### src/rtl/pwrseq_pkg.sv
package pwrseq_pkg;

  localparam int CTRL_W   = 32;
  localparam int CODE_W   = 6;

  // control word field positions (decoded by the analog front end)
  localparam int BIT_BIAS = 0;
  localparam int BIT_VREF = 1;
  localparam int BIT_LDO  = 2;
  localparam int BIT_CKEN = 3;
  localparam int SER_LSB  = 4;
  localparam int SER_W    = 4;
  localparam int CUR_LSB  = 8;
  localparam int CUR_W    = 4;
  localparam int BIT_TCLK = 16;
  localparam int BIT_CALD = 18;
  localparam int BIT_CALA = 19;

  localparam logic [SER_W-1:0] SER_DATA = 4'h7;
  localparam logic [SER_W-1:0] SER_ALL  = 4'hF;
  localparam logic [CUR_W-1:0] CUR_ALL  = 4'hF;

  typedef enum logic [3:0] {
    STP_CLEAR,
    STP_BIAS,
    STP_TCLK,
    STP_VREF,
    STP_LDO,
    STP_CKEN,
    STP_CALA,
    STP_CALD,
    STP_SER_DATA,
    STP_CUR,
    STP_SER_ALL
  } step_e;

  typedef enum logic [2:0] {
    ST_IDLE,
    ST_APPLY,
    ST_WAIT,
    ST_POLL,
    ST_FINISH
  } seq_state_e;

  function automatic logic [CTRL_W-1:0] step_apply(step_e s, logic [CTRL_W-1:0] cur);
    logic [CTRL_W-1:0] r;
    r = cur;
    case (s)
      STP_CLEAR:    r = '0;
      STP_BIAS:     r[BIT_BIAS] = 1'b1;
      STP_TCLK:     r[BIT_TCLK] = 1'b1;
      STP_VREF:     r[BIT_VREF] = 1'b1;
      STP_LDO:      r[BIT_LDO]  = 1'b1;
      STP_CKEN:     r[BIT_CKEN] = 1'b1;
      STP_CALA:     r[BIT_CALA] = 1'b1;
      STP_CALD:     r[BIT_CALD] = 1'b1;
      STP_SER_DATA: r[SER_LSB +: SER_W] = SER_DATA;
      STP_CUR:      r[CUR_LSB +: CUR_W] = CUR_ALL;
      STP_SER_ALL:  r[SER_LSB +: SER_W] = SER_ALL;
      default:      r = cur;
    endcase
    return r;
  endfunction

endpackage

### src/rtl/pwrseq_rst_sync.sv
module pwrseq_rst_sync #(
  parameter int STAGES = 2
) (
  input  logic clk,
  input  logic rst_n_in,
  output logic rst_n_out
);

  logic [STAGES-1:0] sync_q;

  always_ff @(posedge clk or negedge rst_n_in) begin
    if (!rst_n_in) begin
      sync_q <= '0;
    end else begin
      sync_q <= {sync_q[STAGES-2:0], 1'b1};
    end
  end

  assign rst_n_out = sync_q[STAGES-1];

endmodule

### src/rtl/pwrseq_timer.sv
module pwrseq_timer #(
  parameter int CNT_W = 11
) (
  input  logic             clk,
  input  logic             rst_n,
  input  logic             clr,
  input  logic             en,
  input  logic [CNT_W-1:0] limit,
  output logic             expire
);

  logic [CNT_W-1:0] cnt_q;
  logic [CNT_W-1:0] cnt_n;

  always_comb begin
    cnt_n = cnt_q;
    if (clr) begin
      cnt_n = '0;
    end else if (en) begin
      cnt_n = cnt_q + CNT_W'(1);
    end
  end

  always_ff @(posedge clk or negedge rst_n) begin
    if (!rst_n) begin
      cnt_q <= '0;
    end else begin
      cnt_q <= cnt_n;
    end
  end

  assign expire = en && (cnt_q == (limit - CNT_W'(1)));


  cnt_in_window_chk: assert property (@(posedge clk) disable iff (!rst_n)
    en |-> (cnt_q < limit));

endmodule

### src/rtl/pwrseq_fsm.sv
module pwrseq_fsm
  import pwrseq_pkg::*;
#(
  parameter int DW_BIAS  = 5,
  parameter int DW_VREF  = 20,
  parameter int DW_LDO   = 5,
  parameter int DW_CKEN  = 100,
  parameter int DW_CALA  = 200,
  parameter int POLL_MAX = 2000,
  parameter int CNT_W    = 11
) (
  input  logic              clk,
  input  logic              rst_n,
  input  logic              start,
  input  logic              us_tick,
  input  logic              cal_done,
  input  logic [CODE_W-1:0] cal_val,
  input  logic              tmr_expire,
  output logic              tmr_clr,
  output logic              tmr_en,
  output logic [CNT_W-1:0]  tmr_limit,
  output logic [CTRL_W-1:0] ana_ctrl,
  output logic [CODE_W-1:0] cal_code,
  output logic              seq_done,
  output logic              cal_timeout
);

  seq_state_e        state_q, state_n;
  step_e             step_q, step_n;
  logic [CTRL_W-1:0] ctrl_q, ctrl_n;
  logic [CODE_W-1:0] code_q, code_n;
  logic              done_q, done_n;
  logic              tmo_q, tmo_n;
  logic              advance;

  function automatic logic [CNT_W-1:0] dwell_of(step_e s);
    case (s)
      STP_BIAS: return CNT_W'(DW_BIAS);
      STP_VREF: return CNT_W'(DW_VREF);
      STP_LDO:  return CNT_W'(DW_LDO);
      STP_CKEN: return CNT_W'(DW_CKEN);
      STP_CALA: return CNT_W'(DW_CALA);
      default:  return '0;
    endcase
  endfunction

  always_comb begin
    state_n   = state_q;
    step_n    = step_q;
    ctrl_n    = ctrl_q;
    code_n    = code_q;
    tmo_n     = tmo_q;
    done_n    = 1'b0;
    tmr_clr   = 1'b0;
    tmr_en    = 1'b0;
    tmr_limit = dwell_of(step_q);
    advance   = 1'b0;

    case (state_q)
      ST_IDLE: begin
        if (start) begin
          state_n = ST_APPLY;
          step_n  = STP_CLEAR;
          tmo_n   = 1'b0;
        end
      end
      ST_APPLY: begin
        ctrl_n = step_apply(step_q, ctrl_q);
        if (dwell_of(step_q) == '0) begin
          advance = 1'b1;
        end else begin
          state_n = ST_WAIT;
          tmr_clr = 1'b1;
        end
      end
      ST_WAIT: begin
        tmr_en = us_tick;
        if (tmr_expire) begin
          advance = 1'b1;
        end
      end
      ST_POLL: begin
        tmr_limit = CNT_W'(POLL_MAX);
        tmr_en    = us_tick && !cal_done;
        if (us_tick && cal_done) begin
          state_n = ST_APPLY;
          step_n  = STP_CUR;
        end else if (tmr_expire) begin
          tmo_n   = 1'b1;
          state_n = ST_APPLY;
          step_n  = STP_CUR;
        end
      end
      ST_FINISH: begin
        code_n  = cal_val;
        done_n  = 1'b1;
        state_n = ST_IDLE;
      end
      default: begin
        state_n = ST_IDLE;
      end
    endcase

    if (advance) begin
      if (step_q == STP_SER_DATA) begin
        state_n = ST_POLL;
        tmr_clr = 1'b1;
      end else if (step_q == STP_SER_ALL) begin
        state_n = ST_FINISH;
      end else begin
        state_n = ST_APPLY;
        step_n  = step_e'(4'(step_q) + 4'd1);
      end
    end
  end

  always_ff @(posedge clk or negedge rst_n) begin
    if (!rst_n) begin
      state_q <= ST_IDLE;
      step_q  <= STP_CLEAR;
      ctrl_q  <= '0;
      code_q  <= '0;
      done_q  <= 1'b0;
      tmo_q   <= 1'b0;
    end else begin
      state_q <= state_n;
      step_q  <= step_n;
      ctrl_q  <= ctrl_n;
      code_q  <= code_n;
      done_q  <= done_n;
      tmo_q   <= tmo_n;
    end
  end

  assign ana_ctrl    = ctrl_q;
  assign cal_code    = code_q;
  assign seq_done    = done_q;
  assign cal_timeout = tmo_q;


  done_single_chk: assert property (@(posedge clk) disable iff (!rst_n)
    done_q |=> !done_q);


  ctrl_hold_chk: assert property (@(posedge clk) disable iff (!rst_n)
    (state_q != ST_APPLY) |=> $stable(ctrl_q));


  enable_order_chk: assert property (@(posedge clk) disable iff (!rst_n)
    ctrl_q[BIT_CKEN] |-> (ctrl_q[BIT_LDO] && ctrl_q[BIT_VREF] &&
                          ctrl_q[BIT_BIAS] && ctrl_q[BIT_TCLK]));


  cal_order_chk: assert property (@(posedge clk) disable iff (!rst_n)
    ctrl_q[BIT_CALD] |-> ctrl_q[BIT_CALA]);


  clock_lane_after_bias_chk: assert property (@(posedge clk) disable iff (!rst_n)
    (ctrl_q[SER_LSB +: SER_W] == SER_ALL) |-> (ctrl_q[CUR_LSB +: CUR_W] == CUR_ALL));


  timeout_origin_chk: assert property (@(posedge clk) disable iff (!rst_n)
    $rose(tmo_q) |-> ($past(state_q) == ST_POLL));

endmodule

### src/rtl/phy_pwrup_seq.sv
module phy_pwrup_seq
  import pwrseq_pkg::*;
#(
  parameter int DW_BIAS  = 5,
  parameter int DW_VREF  = 20,
  parameter int DW_LDO   = 5,
  parameter int DW_CKEN  = 100,
  parameter int DW_CALA  = 200,
  parameter int POLL_MAX = 2000
) (
  input  logic        clk,
  input  logic        rst_n,
  input  logic        start,
  input  logic        us_tick,
  input  logic        cal_done,
  input  logic [5:0]  cal_val,
  output logic [31:0] ana_ctrl,
  output logic [5:0]  cal_code,
  output logic        seq_done,
  output logic        cal_timeout
);

  localparam int MAX_A   = (DW_BIAS > DW_VREF) ? DW_BIAS : DW_VREF;
  localparam int MAX_B   = (DW_LDO > DW_CKEN) ? DW_LDO : DW_CKEN;
  localparam int MAX_C   = (DW_CALA > POLL_MAX) ? DW_CALA : POLL_MAX;
  localparam int MAX_AB  = (MAX_A > MAX_B) ? MAX_A : MAX_B;
  localparam int LIM_MAX = (MAX_AB > MAX_C) ? MAX_AB : MAX_C;
  localparam int CNT_W   = $clog2(LIM_MAX + 1);

  logic             rst_n_s;
  logic             tmr_clr;
  logic             tmr_en;
  logic             tmr_expire;
  logic [CNT_W-1:0] tmr_limit;

  pwrseq_rst_sync #(.STAGES(2)) u_rst_sync (
    .clk       (clk),
    .rst_n_in  (rst_n),
    .rst_n_out (rst_n_s)
  );

  pwrseq_timer #(.CNT_W(CNT_W)) u_timer (
    .clk    (clk),
    .rst_n  (rst_n_s),
    .clr    (tmr_clr),
    .en     (tmr_en),
    .limit  (tmr_limit),
    .expire (tmr_expire)
  );

  pwrseq_fsm #(
    .DW_BIAS  (DW_BIAS),
    .DW_VREF  (DW_VREF),
    .DW_LDO   (DW_LDO),
    .DW_CKEN  (DW_CKEN),
    .DW_CALA  (DW_CALA),
    .POLL_MAX (POLL_MAX),
    .CNT_W    (CNT_W)
  ) u_fsm (
    .clk         (clk),
    .rst_n       (rst_n_s),
    .start       (start),
    .us_tick     (us_tick),
    .cal_done    (cal_done),
    .cal_val     (cal_val),
    .tmr_expire  (tmr_expire),
    .tmr_clr     (tmr_clr),
    .tmr_en      (tmr_en),
    .tmr_limit   (tmr_limit),
    .ana_ctrl    (ana_ctrl),
    .cal_code    (cal_code),
    .seq_done    (seq_done),
    .cal_timeout (cal_timeout)
  );

endmodule

### config.mk
export PLATFORM = sky130hd
export DESIGN_NAME = phy_pwrup_seq
export DESIGN_NICKNAME = d
export VERILOG_FILES = /design/src/rtl/pwrseq_pkg.sv /design/src/rtl/pwrseq_rst_sync.sv /design/src/rtl/pwrseq_timer.sv /design/src/rtl/pwrseq_fsm.sv /design/src/rtl/phy_pwrup_seq.sv
export SDC_FILE = /design/constraint.sdc
export NUM_CORES = 1
export LEC_CHECK = 0
export BUFFER_PORTS_ARGS = -buffer_cell sky130_fd_sc_hd__buf_2
export CAP_MARGIN = 20
export CORE_UTILIZATION = 50
export CTS_CLUSTER_SIZE = 12
export DETAILED_ROUTE_END_ITERATION = 8
export GPL_TIMING_DRIVEN = 0
export HOLD_SLACK_MARGIN = 0.15
export PLACE_DENSITY = 0.83
export SYNTH_ARGS = -nofsm -noshare
export SYNTH_HDL_FRONTEND = slang
export SYNTH_SLANG_ARGS = --single-unit
### constraint.sdc
create_clock -name clk -period 3.2 [get_ports clk]
set_input_delay 0.96 -clock clk [delete_from_list [all_inputs] [get_ports clk]]
set_output_delay 0.96 -clock clk [all_outputs]
set_load 0.05 [all_outputs]
# Word-level counts from Yosys, hierarchy flattened
# Index checks and enable logic that the tools add are counted.
[classes]
n_addsub = 3
n_eq_ne = 22
n_mux = 42
n_reduce_logical = 30
[op_table]
columns = ["cell", "n"]
rows = [
  ["11-bit two-way mux", 4],
  ["8-bit case mux with 4 select lines", 1],
  ["4-bit two-way mux", 6],
  ["3-bit two-way mux", 7],
  ["1-bit case mux with 2 select lines", 10],
  ["2-bit nonzero test", 10],
  ["2-bit AND reduction", 9],
  ["4-bit by 3-bit == test with 1-bit output (second input constant)", 4],
  ["4-bit case mux with 2 select lines", 2],
  ["4-bit == test (second input constant)", 3],
  ["3-bit case mux with 4 select lines", 1],
  ["4-bit case mux with 3 select lines", 1],
  ["11-bit by 1-bit adder with 11-bit output (second input constant)", 1],
  ["11-bit == test", 1],
  ["11-bit zero test", 1],
  ["11-bit by 1-bit subtractor with 11-bit output (second input constant)", 1],
  ["1-bit two-way mux", 10],
  ["4-bit by 2-bit == test with 1-bit output (second input constant)", 2],
  ["4-bit AND reduction", 2],
  ["3-bit by 2-bit == test with 1-bit output (second input constant)", 2],
  ["2-bit inequality test (second input constant)", 3],
  ["3-bit by 2-bit inequality test with 1-bit output (second input constant)", 2],
  ["4-bit by 1-bit adder with 4-bit output (second input constant)", 1],
  ["4-bit by 1-bit == test with 1-bit output (second input constant)", 1],
  ["other kinds (10)", 12],
]
[totals]
register_bits = 43
in_bits = 11
output_inout_bits = 40

# Depth between registers and ports, before layout
[depth]
depth_word = 13
ltp_mapped = 17
mapped_depth_nobuf = 14

# Hierarchy
# From an unflattened synthesis, not the netlist that was laid out.
[unflattened]
cells_unflattened = 261
area_unflattened_um2 = 2502.4
[by_module_without_submodules]
columns = ["module", "instances", "cells_each", "area_each_um2"]
rows = [
  ["pwrseq_fsm", 1, 158, 1547.7],
  ["pwrseq_timer", 1, 100, 900.9],
  ["pwrseq_rst_sync", 1, 3, 53.8],
]

# Least setup slack after synthesis
# Ideal clock, no wire load.
[synth_timing]
path_type = "register to register"
start = "register u_fsm.step_q[0]"
end = "register u_fsm.step_q[2]"
setup_ns = 0.125
arrival_ns = 3.168
required_time_ns = 3.075
slack_ns = -0.093
path_stages_with_launch = 17
n_path_buf = 2
synth_period_minus_slack_ns = 3.293
path_cell_list = "dfrtp_1 > inv_1 > ha_1 > buf_2 > nor2b_1 > or3_4 > o21ai_0 > nand2_1 > ha_1 > xnor2_1 > xnor2_1 > o2111ai_1 > or4_1 > buf_6 > o22ai_4 > nand3b_2 > mux2_4"
[synth_between]
elab_chain_cells = 13
elab_cells_between_ends = 25
classes_between = "add/sub (2); eq/ne (8); mux (12); reduce/logical (3)"
[synth_lines]
columns = ["item", "line_no", "rtl"]
rows = [
  ["from (decl)", "pwrseq_fsm.sv:29", "step_e step_q, step_n;"],
  ["from (signal assigned)", "pwrseq_fsm.sv:127", "step_q <= step_n;"],
  ["4-bit by 1-bit == test with 1-bit output or 4-bit by 3-bit == test with 1-bit output (tied branches)", "pwrseq_fsm.sv:37", "case (s)"],
  ["2-bit OR reduction (no line)", "-", ""],
  ["8-bit case mux with 4 select lines", "pwrseq_fsm.sv:37", ""],
  ["11-bit two-way mux", "pwrseq_fsm.sv:59", "case (state_q)"],
  ["11-bit by 1-bit subtractor with 11-bit output", "pwrseq_timer.sv:32", "assign expire = en && (cnt_q == (limit - CNT_W'(1)));"],
  ["11-bit == test", "pwrseq_timer.sv:32", ""],
  ["1-bit logical AND", "pwrseq_timer.sv:32", ""],
  ["4-bit two-way mux", "pwrseq_fsm.sv:88", "end else if (tmr_expire) begin"],
  ["4-bit two-way mux", "pwrseq_fsm.sv:85", "if (us_tick && cal_done) begin"],
  ["4-bit case mux with 2 select lines", "pwrseq_fsm.sv:59", ""],
  ["4-bit two-way mux", "pwrseq_fsm.sv:108", "end else if (step_q == STP_SER_ALL) begin"],
  ["4-bit two-way mux", "pwrseq_fsm.sv:105", "if (step_q == STP_SER_DATA) begin"],
  ["4-bit two-way mux *", "pwrseq_fsm.sv:104", "if (advance) begin"],
  ["via u_fsm.step_n[2]", "pwrseq_fsm.sv:29", ""],
]
# Mark *: on every way through the listed nets, which the timed path passes. The rest lies on a longest branch. The select of a mux whose other input is x is not followed.
# A chain may end at the register's enable or synchronous reset.

# Final worst setup path
# Same ends and word-level chain as after synthesis.

==> results_dict.tcl <==
set metrics [dict create \
    outcome "complete, but fails checks" \
    violations "design-rule violations, negative setup slack" \
    use_met1_pct 28.7 \
    cap_violations 0 \
    syn_avg_cell_area_um2 9.35 \
    synth_edf_count 0 \
    routabilityCongestion 0.831 \
    synth-main-ff-cell "dfrtp_1" \
    hold_depth 0 \
    fin_cells 379 \
    rrSetupSlack_ns -0.10 \
    hpwl_um 3350 \
    dieArea_um2 4990 \
    clkSinkCount 38 \
    end_kind "register" \
    port_buffers 33 \
    cts.clk_slew.worst_paths_ns 0.08 \
    min_from "u_rst_sync.sync_q[0]" \
    tns_ns -0.419 \
    power.density_nw_per_um2 902 \
    relSlewSlack_pct 43.2 \
    finClkSkew_ns 0.0105 \
    antenna_left 0 \
    dp_worst_setup_slack_ns -0.306 \
    routed_wl_um 5790 \
    startpoint_type "register" \
    num-nets-final 344 \
    grt_pass1_vias 2031 \
    start_util_pct 53.0 \
    cp.required_ns 3.39 \
    num_antenna_cells 0 \
    via_count 2113 \
    cts_tree "yes" \
    use_met2_pct 39.1 \
    grt_remaining_overflow 0 \
    rr_startpoint "u_fsm.step_q[0]" \
    ys_async_sr_fraction_pct 100 \
    first_pass_iters 6 \
    p_leak_nw 1.52 \
    area_growth_pct 31.6 \
    peakVddDrop_uv 419 \
    h-tree-depth 2 \
    rows 24 \
    cts_hold_buf 0 \
    worst_slack_ns -0.103 \
    path_cells "inv_2, ha_4, nor2b_4, or3_4, o21ai_2, nand2_2, ha_4, xnor2_2, xnor2_1, o2111ai_1, or4_1, buf_6, o22ai_4, nand3b_4, mux2_4" \
    fin_util_pct 69.8 \
    crit_type "reg2reg" \
    tightest_slew_ns 0.853 \
    die_y_um 70.7 \
    critical_path.max_fanout 6 \
    grt_first_pass_wirelength_um 9180 \
    wl_per_cell_um 15.3 \
    grt_usage_pct 23.7 \
    die_w_um 70.7 \
    final.period_utilization_pct 103 \
    r2r_cells 15 \
    drt_iter0_markers 202 \
    yosysSeqAreaShare_pct 40.3 \
    min_period_ns 3.30 \
    grt.busiest_layer "met2" \
    ys_ff_latch 38 \
    cp_common_cell "ha_4" \
    critical-path-slowest-cell "or4_1" \
    r2r-end "u_fsm.step_q[2]" \
    final_cell_mix "39 x buf_4, 36 x dfrtp_1, 35 x buf_2, 25 x nor2_1, 18 x conb_1" \
    final_hold_viol_count 0 \
    cts-root-buf "clkbuf_8" \
    use_met3_pct 6.55 \
    antenna_found_initial 0 \
    synth.distinct_cells 53 \
    post-place-cells 353 \
    min_path_type "reg2reg" \
    clockBufferDepth 2 \
    syn-cell-area_um2 2360 \
    drive_gt1_share_pct 40.1 \
    drv_slew 0 \
    clk_latency_ns 0.30 \
    setup_viol 15 \
    via_per_inst 5.58 \
    core-area_um2 4440 \
    io_pins 51 \
    layout_commonest_cell "buf_4" \
    syn_inst 252 \
    critical-path-max-stage-delay_ns 0.46 \
    holdPathEnd "u_rst_sync.sync_q[1]" \
    rsz0062_at_grt "true" \
    drc_errors 7 \
    yosys_warnings 0 \
    cp.arrival_ns 3.49 \
    grt_max_degree 37 \
    fmax_mhz 303 \
    numCtsBuffers 5 \
]
## what timing repair did
item,CTS,global route
pin swaps,14,13
gates resized for setup,29,19
cloned,1,0
setup endpoints to repair,19,19
setup buffers,15,3
## Yosys cell counts, types with 2 or more instances
cell type,n,area [um2]
dfrtp_1,38,951
nor2_1,33,124
buf_4,23,173
a21oi_1,17,85.1
nand2_1,15,56.3
nand3_1,10,50.1
xor2_1,8,70.1
ha_1,7,87.6
inv_1,7,26.3
mux2_2,7,78.8
xnor2_1,6,52.6
nor3_1,5,25.0
and2_1,4,25.0
buf_2,4,20.0
clkbuf_1,4,15.0
nor2b_1,4,25.0
o21ai_0,4,20.0
a22o_1,3,26.3
a31oi_1,3,18.8
and3b_1,3,26.3
mux2i_1,3,30.0
nand2b_1,3,18.8
o22ai_1,3,18.8
buf_6,2,22.5
conb_1,2,7.51
nand3b_1,2,15.0
nand4_1,2,12.5
o211ai_1,2,15.0
o21a_1,2,15.0
o31ai_1,2,15.0
or3_4,2,22.5
## registers in the layout, indices dropped and copies added, names as in the netlist
| signal | flops |
|---|---|
| u_fsm.ana_ctrl | 10 |
| u_timer.cnt_q | 11 |
| u_fsm.seq_done | 1 |
| u_rst_sync.sync_q | 2 |
| u_fsm.cal_code | 6 |
| u_fsm.step_q | 4 |
| u_fsm.cal_timeout | 1 |
| u_fsm.state_q | 3 |
## worst max-delay path, delay by kind of cell (launching register included)
| family | cells | cell delay, ns |
|---|---|---|
| buffers and inverters | 2 | 0.25 |
| AND/OR/NAND/NOR | 5 | 1.08 |
| AO/OA/AOI/OAI | 3 | 0.40 |
| multiplexers | 1 | 0.31 |
| flip-flops | 1 | 0.44 |
| adder cells (fa/ha/maj) | 2 | 0.36 |
| XOR/XNOR | 2 | 0.35 |
## worst max path at each step
stage                                from                to  slack [ns]
final                     u_fsm.step_q[0]   u_fsm.step_q[2]       -0.10
after detailed placement  u_fsm.step_q[0]  u_timer.cnt_q[9]       -0.31
after floorplan           u_fsm.step_q[0]   u_fsm.step_q[2]        0.04
after CTS                 u_fsm.step_q[1]   u_fsm.step_q[2]       -0.18
after global placement    u_fsm.step_q[0]  u_timer.cnt_q[9]       -0.22
after global routing      u_fsm.step_q[0]   u_fsm.step_q[2]       -0.20
## cell type report
type	count	area, um2
timing repair buffer	52	319
multi-input combinational	189	1360
fill	347	1340
clock inverter	2	60.1
inverter	7	26.3
clock buffer	6	82.6
buffer	33	235
tap	52	65.1
sequential	38	953
## through the flow
| step | area, um2 | total power [mW] | hold slack (ns) |
|---|---|---|---|
| after floorplan | 2420 | 1.66 | 0.331 |
| after global placement | 2650 | 1.86 | 0.335 |
| after detailed placement | 2650 | 1.90 | 0.341 |
| after CTS | 3030 | 2.66 | 0.358 |
| after global routing | 3100 | 2.95 | 0.372 |
| final | 3100 | 2.80 | 0.355 |
## cells by family (layout without fill, tap and decap cells)
kind of cell	after synthesis	after routing	synth area share, %
AOI/OAI and AO/OA	45	45	13.1
other	2	18	0.319
and+or+nand+nor	94	94	21.0
muxes	11	11	5.25
buffers and inverters	41	100	11.0
xor gates and xnor gates	14	14	5.20
adders and majority gates	7	7	3.72
DFF	38	38	40.3
## power breakdown
group	internal (mW)	leakage, nW	total (mW)	switching [mW]
combinational	0.634	0.946	1.60	0.965
clock	0.333	0.0714	0.514	0.182
sequential	0.569	0.503	0.686	0.116
## per-layer routing
metal	wire [um]	share of wire [%]
met3	416	7.2
met5	0	0
met2	2740	47
met4	208	3.6
met1	2420	42
Note: power is estimated with default switching activity, not from simulation.
